### src/rtl/dma_irq_pkg.sv
package dma_irq_pkg;
    typedef enum logic [1:0] {
        BUS_IDLE      = 2'd0,
        BUS_READ_RESP = 2'd1,
        BUS_WRITE_ACK = 2'd2
    } bus_state_e;
endpackage

### src/rtl/dma_irq_flags.sv
module dma_irq_flags #(
    parameter int NCH = 16,
    localparam int W = 2 * NCH
) (
    input  logic           clk_i,
    input  logic           rst_ni,
    input  logic [NCH-1:0] half_evt_i,
    input  logic [NCH-1:0] end_evt_i,
    input  logic           clr_en_i,
    input  logic [W-1:0]   clr_mask_i,
    output logic [W-1:0]   flags_o
);
    logic [W-1:0] evt_vec;

    // Interleave: channel n -> bits 2n (half) and 2n+1 (end)
    for (genvar n = 0; n < NCH; n++) begin : g_map
        assign evt_vec[2*n]   = half_evt_i[n];
        assign evt_vec[2*n+1] = end_evt_i[n];
    end

    for (genvar b = 0; b < W; b++) begin : g_bit
        always_ff @(posedge clk_i) begin
            if (!rst_ni)
                flags_o[b] <= 1'b0;
            else if (evt_vec[b])
                flags_o[b] <= 1'b1;
            else if (clr_en_i && clr_mask_i[b])
                flags_o[b] <= 1'b0;
        end
    end

    // event in a collision keeps the bit set
    p_evt_wins_r5: assert property (@(posedge clk_i) disable iff (!rst_ni)
        (evt_vec[0] && clr_en_i && clr_mask_i[0]) |=> flags_o[0]);
    // a set flag without a clear stays set
    p_sticky_r2: assert property (@(posedge clk_i) disable iff (!rst_ni)
        (flags_o[W-1] && !clr_en_i) |=> flags_o[W-1]);
endmodule

### src/rtl/dma_irq_bus.sv
module dma_irq_bus #(
    parameter int DW = 32,
    parameter int AW = 8,
    parameter logic [AW-1:0] MASK_OFS = 8'h00,
    parameter logic [AW-1:0] STAT_OFS = 8'h04
) (
    input  logic          clk_i,
    input  logic          rst_ni,
    input  logic          req_i,
    input  logic          we_i,
    input  logic [AW-1:0] addr_i,
    input  logic [DW-1:0] wdata_i,
    input  logic [DW-1:0] mask_i,
    input  logic [DW-1:0] flags_i,
    output logic          mask_we_o,
    output logic          clr_en_o,
    output logic [DW-1:0] wdata_o,
    output logic [DW-1:0] rdata_o,
    output logic          rvalid_o,
    output logic          wack_o
);
    import dma_irq_pkg::*;

    bus_state_e state_q, state_d;
    logic [DW-1:0] rdata_q;
    logic accept;

    // Requests are taken only in IDLE
    assign accept    = req_i && (state_q == BUS_IDLE);
    assign mask_we_o = accept && we_i && (addr_i == MASK_OFS);
    assign clr_en_o  = accept && we_i && (addr_i == STAT_OFS);
    assign wdata_o   = wdata_i;

    always_comb begin
        state_d = state_q;
        unique case (state_q)
            BUS_IDLE:      if (req_i) state_d = we_i ? BUS_WRITE_ACK : BUS_READ_RESP;
            BUS_READ_RESP: state_d = BUS_IDLE;
            BUS_WRITE_ACK: state_d = BUS_IDLE;
            default:       state_d = BUS_IDLE;
        endcase
    end

    always_ff @(posedge clk_i) begin
        if (!rst_ni) state_q <= BUS_IDLE;
        else         state_q <= state_d;
    end

    always_ff @(posedge clk_i) begin
        if (!rst_ni)
            rdata_q <= '0;
        else if (accept && !we_i)
            rdata_q <= (addr_i == MASK_OFS) ? mask_i :
                       (addr_i == STAT_OFS) ? flags_i : '0;
    end

    always_comb begin
        rvalid_o = (state_q == BUS_READ_RESP);
        wack_o   = (state_q == BUS_WRITE_ACK);
        rdata_o  = rvalid_o ? rdata_q : '0;
    end

    // one response per request, the cycle after
    p_read_resp_r9: assert property (@(posedge clk_i) disable iff (!rst_ni)
        (accept && !we_i) |=> rvalid_o);
    p_write_ack_r9: assert property (@(posedge clk_i) disable iff (!rst_ni)
        (accept && we_i) |=> wack_o);
    p_onehot_resp_r9: assert property (@(posedge clk_i) disable iff (!rst_ni)
        $onehot0({rvalid_o, wack_o}));
endmodule

### src/rtl/dma_irq_aggr.sv
module dma_irq_aggr #(
    parameter int NCH = 16,
    parameter int AW  = 8,
    localparam int DW = 2 * NCH
) (
    input  logic           clk_i,
    input  logic           rst_ni,
    input  logic           req_i,
    input  logic           we_i,
    input  logic [AW-1:0]  addr_i,
    input  logic [DW-1:0]  wdata_i,
    output logic [DW-1:0]  rdata_o,
    output logic           rvalid_o,
    output logic           wack_o,
    input  logic [NCH-1:0] half_evt_i,
    input  logic [NCH-1:0] end_evt_i,
    output logic           irq_o
);
    logic [DW-1:0] mask_q, flags, wdata;
    logic mask_we, clr_en;

    dma_irq_bus #(.DW(DW), .AW(AW)) u_bus (
        .clk_i(clk_i), .rst_ni(rst_ni), .req_i(req_i), .we_i(we_i),
        .addr_i(addr_i), .wdata_i(wdata_i), .mask_i(mask_q), .flags_i(flags),
        .mask_we_o(mask_we), .clr_en_o(clr_en), .wdata_o(wdata),
        .rdata_o(rdata_o), .rvalid_o(rvalid_o), .wack_o(wack_o)
    );

    dma_irq_flags #(.NCH(NCH)) u_flags (
        .clk_i(clk_i), .rst_ni(rst_ni), .half_evt_i(half_evt_i),
        .end_evt_i(end_evt_i), .clr_en_i(clr_en), .clr_mask_i(wdata),
        .flags_o(flags)
    );

    always_ff @(posedge clk_i) begin
        if (!rst_ni)      mask_q <= '0;
        else if (mask_we) mask_q <= wdata;
    end

    always_ff @(posedge clk_i) begin
        if (!rst_ni) irq_o <= 1'b0;
        else         irq_o <= |(flags & mask_q);
    end

    // the line follows the masked flags one cycle later
    p_irq_follow_r7: assert property (@(posedge clk_i) disable iff (!rst_ni)
        (|(flags & mask_q)) |=> irq_o);
    p_irq_quiet_r7: assert property (@(posedge clk_i) disable iff (!rst_ni)
        (flags == '0) |=> !irq_o);
    // the mask holds unless it is written
    p_mask_stable_r6: assert property (@(posedge clk_i) disable iff (!rst_ni)
        !mask_we |=> $stable(mask_q));
endmodule

### config.mk
export PLATFORM = sky130hd
export DESIGN_NAME = dma_irq_aggr
export DESIGN_NICKNAME = d
export VERILOG_FILES = /design/src/rtl/dma_irq_pkg.sv /design/src/rtl/dma_irq_flags.sv /design/src/rtl/dma_irq_bus.sv /design/src/rtl/dma_irq_aggr.sv
export SDC_FILE = /design/constraint.sdc
export NUM_CORES = 1
export LEC_CHECK = 0
export BUFFER_PORTS_ARGS = -buffer_cell sky130_fd_sc_hd__buf_4
export CAP_MARGIN = 20
export CORE_MARGIN = 5
export CORE_UTILIZATION = 53
export DETAILED_ROUTE_END_ITERATION = 10
export MAX_ROUTING_LAYER = met4
export PLACE_DENSITY = 0.8
export SLEW_MARGIN = 0
export SYNTH_ARGS = -nofsm -noshare
export SYNTH_HDL_FRONTEND = slang
export SYNTH_SLANG_ARGS = --single-unit
### constraint.sdc
create_clock -name clk_i -period 2.2 [get_ports clk_i]
set_input_delay 0.11 -clock clk_i [delete_from_list [all_inputs] [get_ports clk_i]]
set_output_delay 0.11 -clock clk_i [all_outputs]
set_load 0.05 [all_outputs]
==> impl_results.md, run 1 <==
* Vias in the first global route at approximately 4000
* Post-CTS Setup Bufs at 0
* Slew Viols, Final at 0
* Leakage power at 2.558 nW
* Dominant cells by area after synthesis: dfxtp_1 46%, mux2i_1 7.4%, a41oi_1 6.5%, nand2_1 5.5%, and2_1 4.8%
* Worst-path clk slew at around 0.090 ns
* Finished Cell Area at roughly 5700 um2
* Core ar. at around 8100 um2
* Mapped Area at about 4300 um2
* Area grow syn2layout at 32.27%
* Setup TNS at 0 ns
* First-pass GRT wire length at 19.79 mm
* Aggregate global routing overflow at 0
* Post-Synthesis Net Count at 537
* Post-route ant nets at 0
* Asr flop ratio synth at 0
* Die X at between 100 and 150 um
* Register area share after synthesis at 0.4577
* Number of synthesized register bits at between 90 and 100
* CTS buffer count at 9
* Least-Margin Pin Slew at ~0.63 ns
* Ports at 111
* Share of cells above drive strength 1 at 0.2686
* Placed instance area at 5226 um2
* Synth top area share at 0.4577
* Synth warn at 0
* # rows at 33
* CTS tree: built
* Post-DR vias/cell at 5.864
* Post-cts resize count at 0
* Total Power at ~0.0033 W
* Starting density of the core at 0.5351
* Pwr per Cell Area at approximately 580 nW/um2
* Post-Route Skew at approximately 0.0054 ns
* Port-buffer cells at 110
* Most instantiated cells after synthesis: 99 x dfxtp_1, 64 x nand2_1, 33 x and2_1, 33 x inv_1
* RSZ-0062 raised after global routing: false
* GPL Wtd Cong at ~0.84
* Fin crit period at 1.994 ns
* Slew margin rel. at 0.5776
* Number of flops mapped to enable cells by yosys at 0
* Synth area leader: dfxtp_1
* CTS H-Tree Depth at 3
* Status: finished, final reports clean
* Pin count of the biggest net entering global routing at 75
* Fmax at between 500 and 600 MHz
* Initial antenna violation count at 0
* Die Area at between 10000 and 15000 um2
* Total track usage at 0.2535
* CTS Buffer Depth at 2
* Clk root buf: clkbuf_8
* CP Class: reg -> out
* Vias at slightly above 4000
* Ys flop type: dfxtp_1
* Worst Path Max Fanout at 20
* Final period util at 0.9065
* Mean Syn Cell Area at between 9 and 10 um2
* Ant diodes at 0
* Hold WC Path Type: in -> reg
* DR WL/cell at approximately 18 um
* Setup violators final at 0
* CTS sink cnt at 99
* Final Hold Fails at 0
* Netlist cell types at 27
* Clk_lat worst skew at about 0.36 ns
* Worst path arrival time at about 1.9 ns
* Worst setup EP type: output port
* Max VDD drop at 375.2 uV
* Final Net Count at between 600 and 700
* Max cap viols at 0
* DRT Wirelength at 12.32 mm
* DIE HEIGHT at roughly 100 um
* Count leader, synth: dfxtp_1
* Post-DP HPWL at between 8 and 9 mm
* Crit start category: register
* Initial DRT Pass Iterations at 4
* Syn Inst Count at 461
* DRC Markers at 0
* Iter 0 DRT Violations at between 200 and 300
* Worst path required time at approximately 2.1 ns
==> sequential cells by signal, indices dropped and copies added (netlist names) <==
register	flops
u_flags.flags_o	32
u_bus.state_q	2
irq_o	1
u_bus.rdata_q	32
mask_q	32
==> cell type report <==
| class | count | area [um2] |
|---|---|---|
| Timing Repair Buffer | 155 | 1256 |
| Inverter | 33 | 123.9 |
| Sequential cell | 99 | 1982 |
| Fill cell | 628 | 2365 |
| Clock inverter | 3 | 40.04 |
| Clock buffer | 11 | 141.4 |
| Multi-Input combinational cell | 291 | 2053 |
| Tap cell | 105 | 131.4 |
==> per-layer routing <==
metal	global-route usage	part of all wire	vias to the layer above
met1	0.3330	0.44	1964
met4	0.09637	0.025	0
met3	0.04378	0.068	26
met2	0.3914	0.47	166
met5	-	0	-
li1	-	-	1931
==> placed cells by master, fill, tap and decap left out, drive strengths merged, types with 33 or more instances in the layout <==
master	instances
buf	123
dfxtp	99
inv	33
and2	33
nand2	64
==> worst max-delay path, stage by stage (launching register included) <==
cell     delay, ns
dfxtp_1       0.33
and2b_1       0.47
buf_4         0.32
and2_1        0.20
buf_4         0.21
==> worst paths after layout <==
kind | slack (ns) | depth (start not counted) | end | start
worst max-delay path | 0.21 | 4 | rdata_o[3] | u_bus.state_q[1]
worst min-delay path | 0.02 | 3 | u_flags.flags_o[8] | half_evt_i[4]
worst max register to register | 0.23 | 4 | u_bus.rdata_q[17] | u_bus.state_q[1]
worst min register to register | 0.48 | 2 | mask_q[0] | mask_q[0]
==> through the flow <==
| step | cells | utilization | hold slack (ns) | setup slack (ns) |
|---|---|---|---|---|
| 2_1_floorplan | 461 | - | 0.2318 | 0.4487 |
| 3_3_place_gp | 651 | 0.6458 | 0.3264 | 0.2972 |
| 3_5_place_dp | 651 | 0.6458 | 0.3400 | 0.2612 |
| 4_1_cts | 697 | 0.7078 | 0.01391 | 0.2137 |
| 5_1_grt | 697 | 0.7078 | 0.02510 | 0.07975 |
| 6_report | 697 | 0.7078 | 0.01538 | 0.2058 |
==> cell families (layout without fill, tap and decap cells) <==
| kind of cell | after synthesis | after routing | synth area share |
|---|---|---|---|
| simple gates | 146 | 146 | 0.1832 |
| compound gates | 113 | 113 | 0.2109 |
| flops | 99 | 99 | 0.4577 |
| buf+inv | 71 | 202 | 0.07426 |
| mux | 32 | 32 | 0.07397 |
==> repair_timing <==
action                                 in CTS  in global routing
setup endpoints to repair                   0                  0
hold buffers                               32                  0
endpoints found under the hold margin      35                  0
==> where the power goes <==
| part | switching (W) | leakage (nW) | internal (W) |
|---|---|---|---|
| logic | 0.000157 | 1.65 | 0.000177 |
| clock network | 0.000594 | 0.0950 | 0.000542 |
| registers | 0.0000415 | 0.808 | 0.00183 |
| total | 0.000793 | 2.56 | 0.00255 |
Note: power is estimated with default switching activity, not from simulation.
==> run 2, diff against run 1 <==
--- a/config.mk
+++ b/config.mk
@@ -8,10 +8,10 @@
 export BUFFER_PORTS_ARGS = -buffer_cell sky130_fd_sc_hd__buf_4
 export CAP_MARGIN = 20
 export CORE_MARGIN = 5
-export CORE_UTILIZATION = 53
+export CORE_UTILIZATION = 54
 export DETAILED_ROUTE_END_ITERATION = 10
 export MAX_ROUTING_LAYER = met4
-export PLACE_DENSITY = 0.8
+export PLACE_DENSITY = 0.81
 export SLEW_MARGIN = 0
 export SYNTH_ARGS = -nofsm -noshare
 export SYNTH_HDL_FRONTEND = slang
==> constraint.sdc (replaced) <==
create_clock -name clk_i -period 2.55 [get_ports clk_i]
set_input_delay 0.1275 -clock clk_i [delete_from_list [all_inputs] [get_ports clk_i]]
set_output_delay 0.1275 -clock clk_i [all_outputs]
set_load 0.05 [all_outputs]
==> impl_results.md, run 2 (same netlist as run 1, synthesis figures left out) <==
* Max cap viols at 0 (unchanged)
* Final Hold Fails at 0 (unchanged)
* Die Area at 9910 um2 (was 10080 um2)
* Pin count of the biggest net entering global routing at 57 (was 75)
* Clock power frac at 0.396 (was 0.340)
* Vias at 4075 (was 4087)
* Slew margin rel. at 0.6627 (was 0.5776)
* Finished Cell Area at 5779 um2 (was 5728 um2)
* Slew Viols, Final at 0 (unchanged)
* Port-buffer cells at 110 (unchanged)
* CTS sink cnt at 99 (unchanged)
* Crit start category: register (unchanged)
* Die X at 99.55 um (was 100.4 um)
* Status: finished, final reports clean (unchanged)
* Core ar. at 7767 um2 (was 8093 um2)
* Starting density of the core at 0.5575 (was 0.5351)
* Internal cell power at 0.002445 W (was 0.002553 W)
* Post-CTS Setup Bufs at 0 (unchanged)
* Final Core Density at 0.7440 (was 0.7078)
* Least-Margin Pin Slew at 0.5060 ns (was 0.6335 ns)
* # rows at 32 (was 33)
* CTS tree: built (unchanged)
* Post-DP HPWL at 8.256 mm (was 8.375 mm)
* CTS Buffer Depth at 2 (unchanged)
* Net Sw Frac at 0.2263 (was 0.2370)
* Commonest non-fill, non-tap cell in the layout: buf_4 (unchanged)
* Hold WC Path Type: in -> reg (unchanged)
* Ports at 111 (unchanged)
* Flop pwr share at 0.512 (was 0.561)
* Fmax at 491.6 MHz
* Post-DR vias/cell at 5.880 (was 5.864)
* Clk root buf: clkbuf_8 (unchanged)
* Total track usage at 0.2645 (was 0.2535)
* Top flop regs: mask_q x32, u_bus.rdata_q x32, u_flags.flags_o x32 (unchanged)
* Worst-path clk slew at 0.09 ns (about the same)
* Switch Pwr at 0.0007152 W (was 0.0007929 W)
* RSZ-0062 raised after global routing: false (unchanged)
* Combinational Power Share at 0.091 (was 0.100)
* CP Class: reg -> reg (was reg -> out)
* Pwr per Cell Area at 546.8 nW/um2 (was 584.1 nW/um2)
* Worst setup margin at 0.5157 ns (was 0.2058 ns)
* Setup violators final at 0 (unchanged)
* Area grow syn2layout at 33.46% (was 32.27%)
* Placed instance area at 5200 um2 (was 5226 um2)
* Reg2reg path depth at 5 (was 4)
* First-pass GRT wire length at 20.42 mm (was 19.79 mm)
* DR WL/cell at 18.27 um (was 17.68 um)
* Commonest non-fill, non-tap cells in the layout: 119 x buf_4, 99 x dfxtp_1, 64 x nand2_1, 33 x and2_1, 33 x inv_1 (was 122 x buf_4, 99 x dfxtp_1, 64 x nand2_1, 33 x and2_1, 33 x inv_1)
* CTS H-Tree Depth at 3 (unchanged)
* Leakage power at 2.578 nW (was 2.558 nW)
* Worst flop-to-flop path endpoint: u_bus.rdata_q[8] (was u_bus.rdata_q[17])
* Worst path required time at 2.86 ns (was 2.09 ns)
* Initial DRT Pass Iterations at 5 (was 4)
* Fin crit period at around 2.0 ns
* Clk_lat worst skew at 0.37 ns (was 0.36 ns)
* DIE HEIGHT at 99.55 um (was 100.4 um)
* Ant diodes at 0 (unchanged)
* DRC Markers at 0 (unchanged)
* CTS buffer count at 9 (unchanged)
* Worst path arrival time at 2.35 ns (was 1.88 ns)
* Setup TNS at 0 ns (unchanged)
* Setup slack, reg-to-reg at 0.52 ns (was 0.23 ns)
* Share of cells above drive strength 1 at 0.2690 (was 0.2686)
* Initial antenna violation count at 0 (unchanged)
* Setup crit start: u_bus.state_q[1] (unchanged)
* Final period util at 0.7978
* Reg-to-reg startpoint: u_bus.state_q[1] (unchanged)
* Max VDD drop at 417.4 uV (was 375.2 uV)
* Aggregate global routing overflow at 0 (unchanged)
* Final Net Count at 662 (was 665)
* DRT Wirelength at 12.66 mm (was 12.32 mm)
* Post-Route Skew at 0.004443 ns (was 0.005420 ns)
* Post-route ant nets at 0 (unchanged)
* GPL Wtd Cong at 0.8080 (was 0.8409)
* Vias in the first global route at 4130 (was 3976)
* Worst Path Max Fanout at 35 (was 20)
* CP endpoint: u_bus.rdata_q[8] (was rdata_o[3])
* Worst setup EP type: register (was output port)
* Iter 0 DRT Violations at 253 (was 271)
* Pre-CTS setup slack at 0.5631 ns (was 0.2612 ns)
==> run 2: cell count changes in the layout (fill, tap and decap cells not counted), sizes merged <==
cell and delta:
buf -3, bufinv +2, inv +1, clkinv -1
==> run 2: repair_timing <==
| item | in CTS | in global routing |
|---|---|---|
| hold buffers | 32 | 0 |
| gates resized for setup | 0 | 0 |
| endpoints found under the hold margin | 32 | 0 |
==> run 2: power groups by stage <==
stage,logic [W],clock network (W),registers [W]
detailed placement,0.000245,0,0.00165
CTS,0.000285,0.00126,0.00162
floorplan,0.000110,0,0.00164
global placement,0.000236,0,0.00165
finish,0.000289,0.00125,0.00162
global route,0.000314,0.00132,0.00162
==> run 2: cell type report <==
| class | instances | area [um2] |
|---|---|---|
| clock buffer | 11 | 151.4 |
| clock inverter | 5 | 107.6 |
| fill | 579 | 1988 |
| inverter | 33 | 123.9 |
| multi-input combinational | 291 | 2053 |
| sequential | 99 | 1982 |
| tap | 102 | 127.6 |
| timing repair buffer | 152 | 1234 |
==> run 2: metal layers <==
| layer | vias up | part of all wire | GRT usage |
|---|---|---|---|
| li1 | 1926 | - | - |
| met1 | 1955 | 0.42 | 0.3230 |
| met2 | 162 | 0.49 | 0.4246 |
| met3 | 32 | 0.063 | 0.06101 |
| met4 | 0 | 0.028 | 0.1029 |
| met5 | - | 0 | - |
==> run 2: critical path: stages, from the launching register on <==
cell and delay (ns):
dfxtp_1 0.34, or4b_1 0.51, buf_4 0.26, nor4_4 0.23
buf_4 0.39, a221o_2 0.23
==> run 2: worst min-delay path by stage <==
stage	from	endpoint	slack (ns)	depth (start not counted)
after floorplan	wdata_i[20]	u_flags.flags_o[20]	0.25	1
after global placement	wdata_i[14]	u_flags.flags_o[14]	0.34	2
after detailed placement	wdata_i[13]	u_flags.flags_o[13]	0.35	2
after CTS	end_evt_i[1]	u_flags.flags_o[3]	0.02	3
after global routing	half_evt_i[0]	u_flags.flags_o[0]	0.03	3
final	end_evt_i[3]	u_flags.flags_o[7]	0.03	3
==> run 2: stage by stage <==
| step | std cells | hold WS (ns) | power (W) |
|---|---|---|---|
| floorplan | 461 | 0.2493 | 0.001749 |
| global placement | 645 | 0.3420 | 0.001888 |
| detailed placement | 645 | 0.3483 | 0.001898 |
| CTS | 693 | 0.02020 | 0.003163 |
| global route | 693 | 0.02609 | 0.003258 |
| finish | 693 | 0.02773 | 0.003160 |
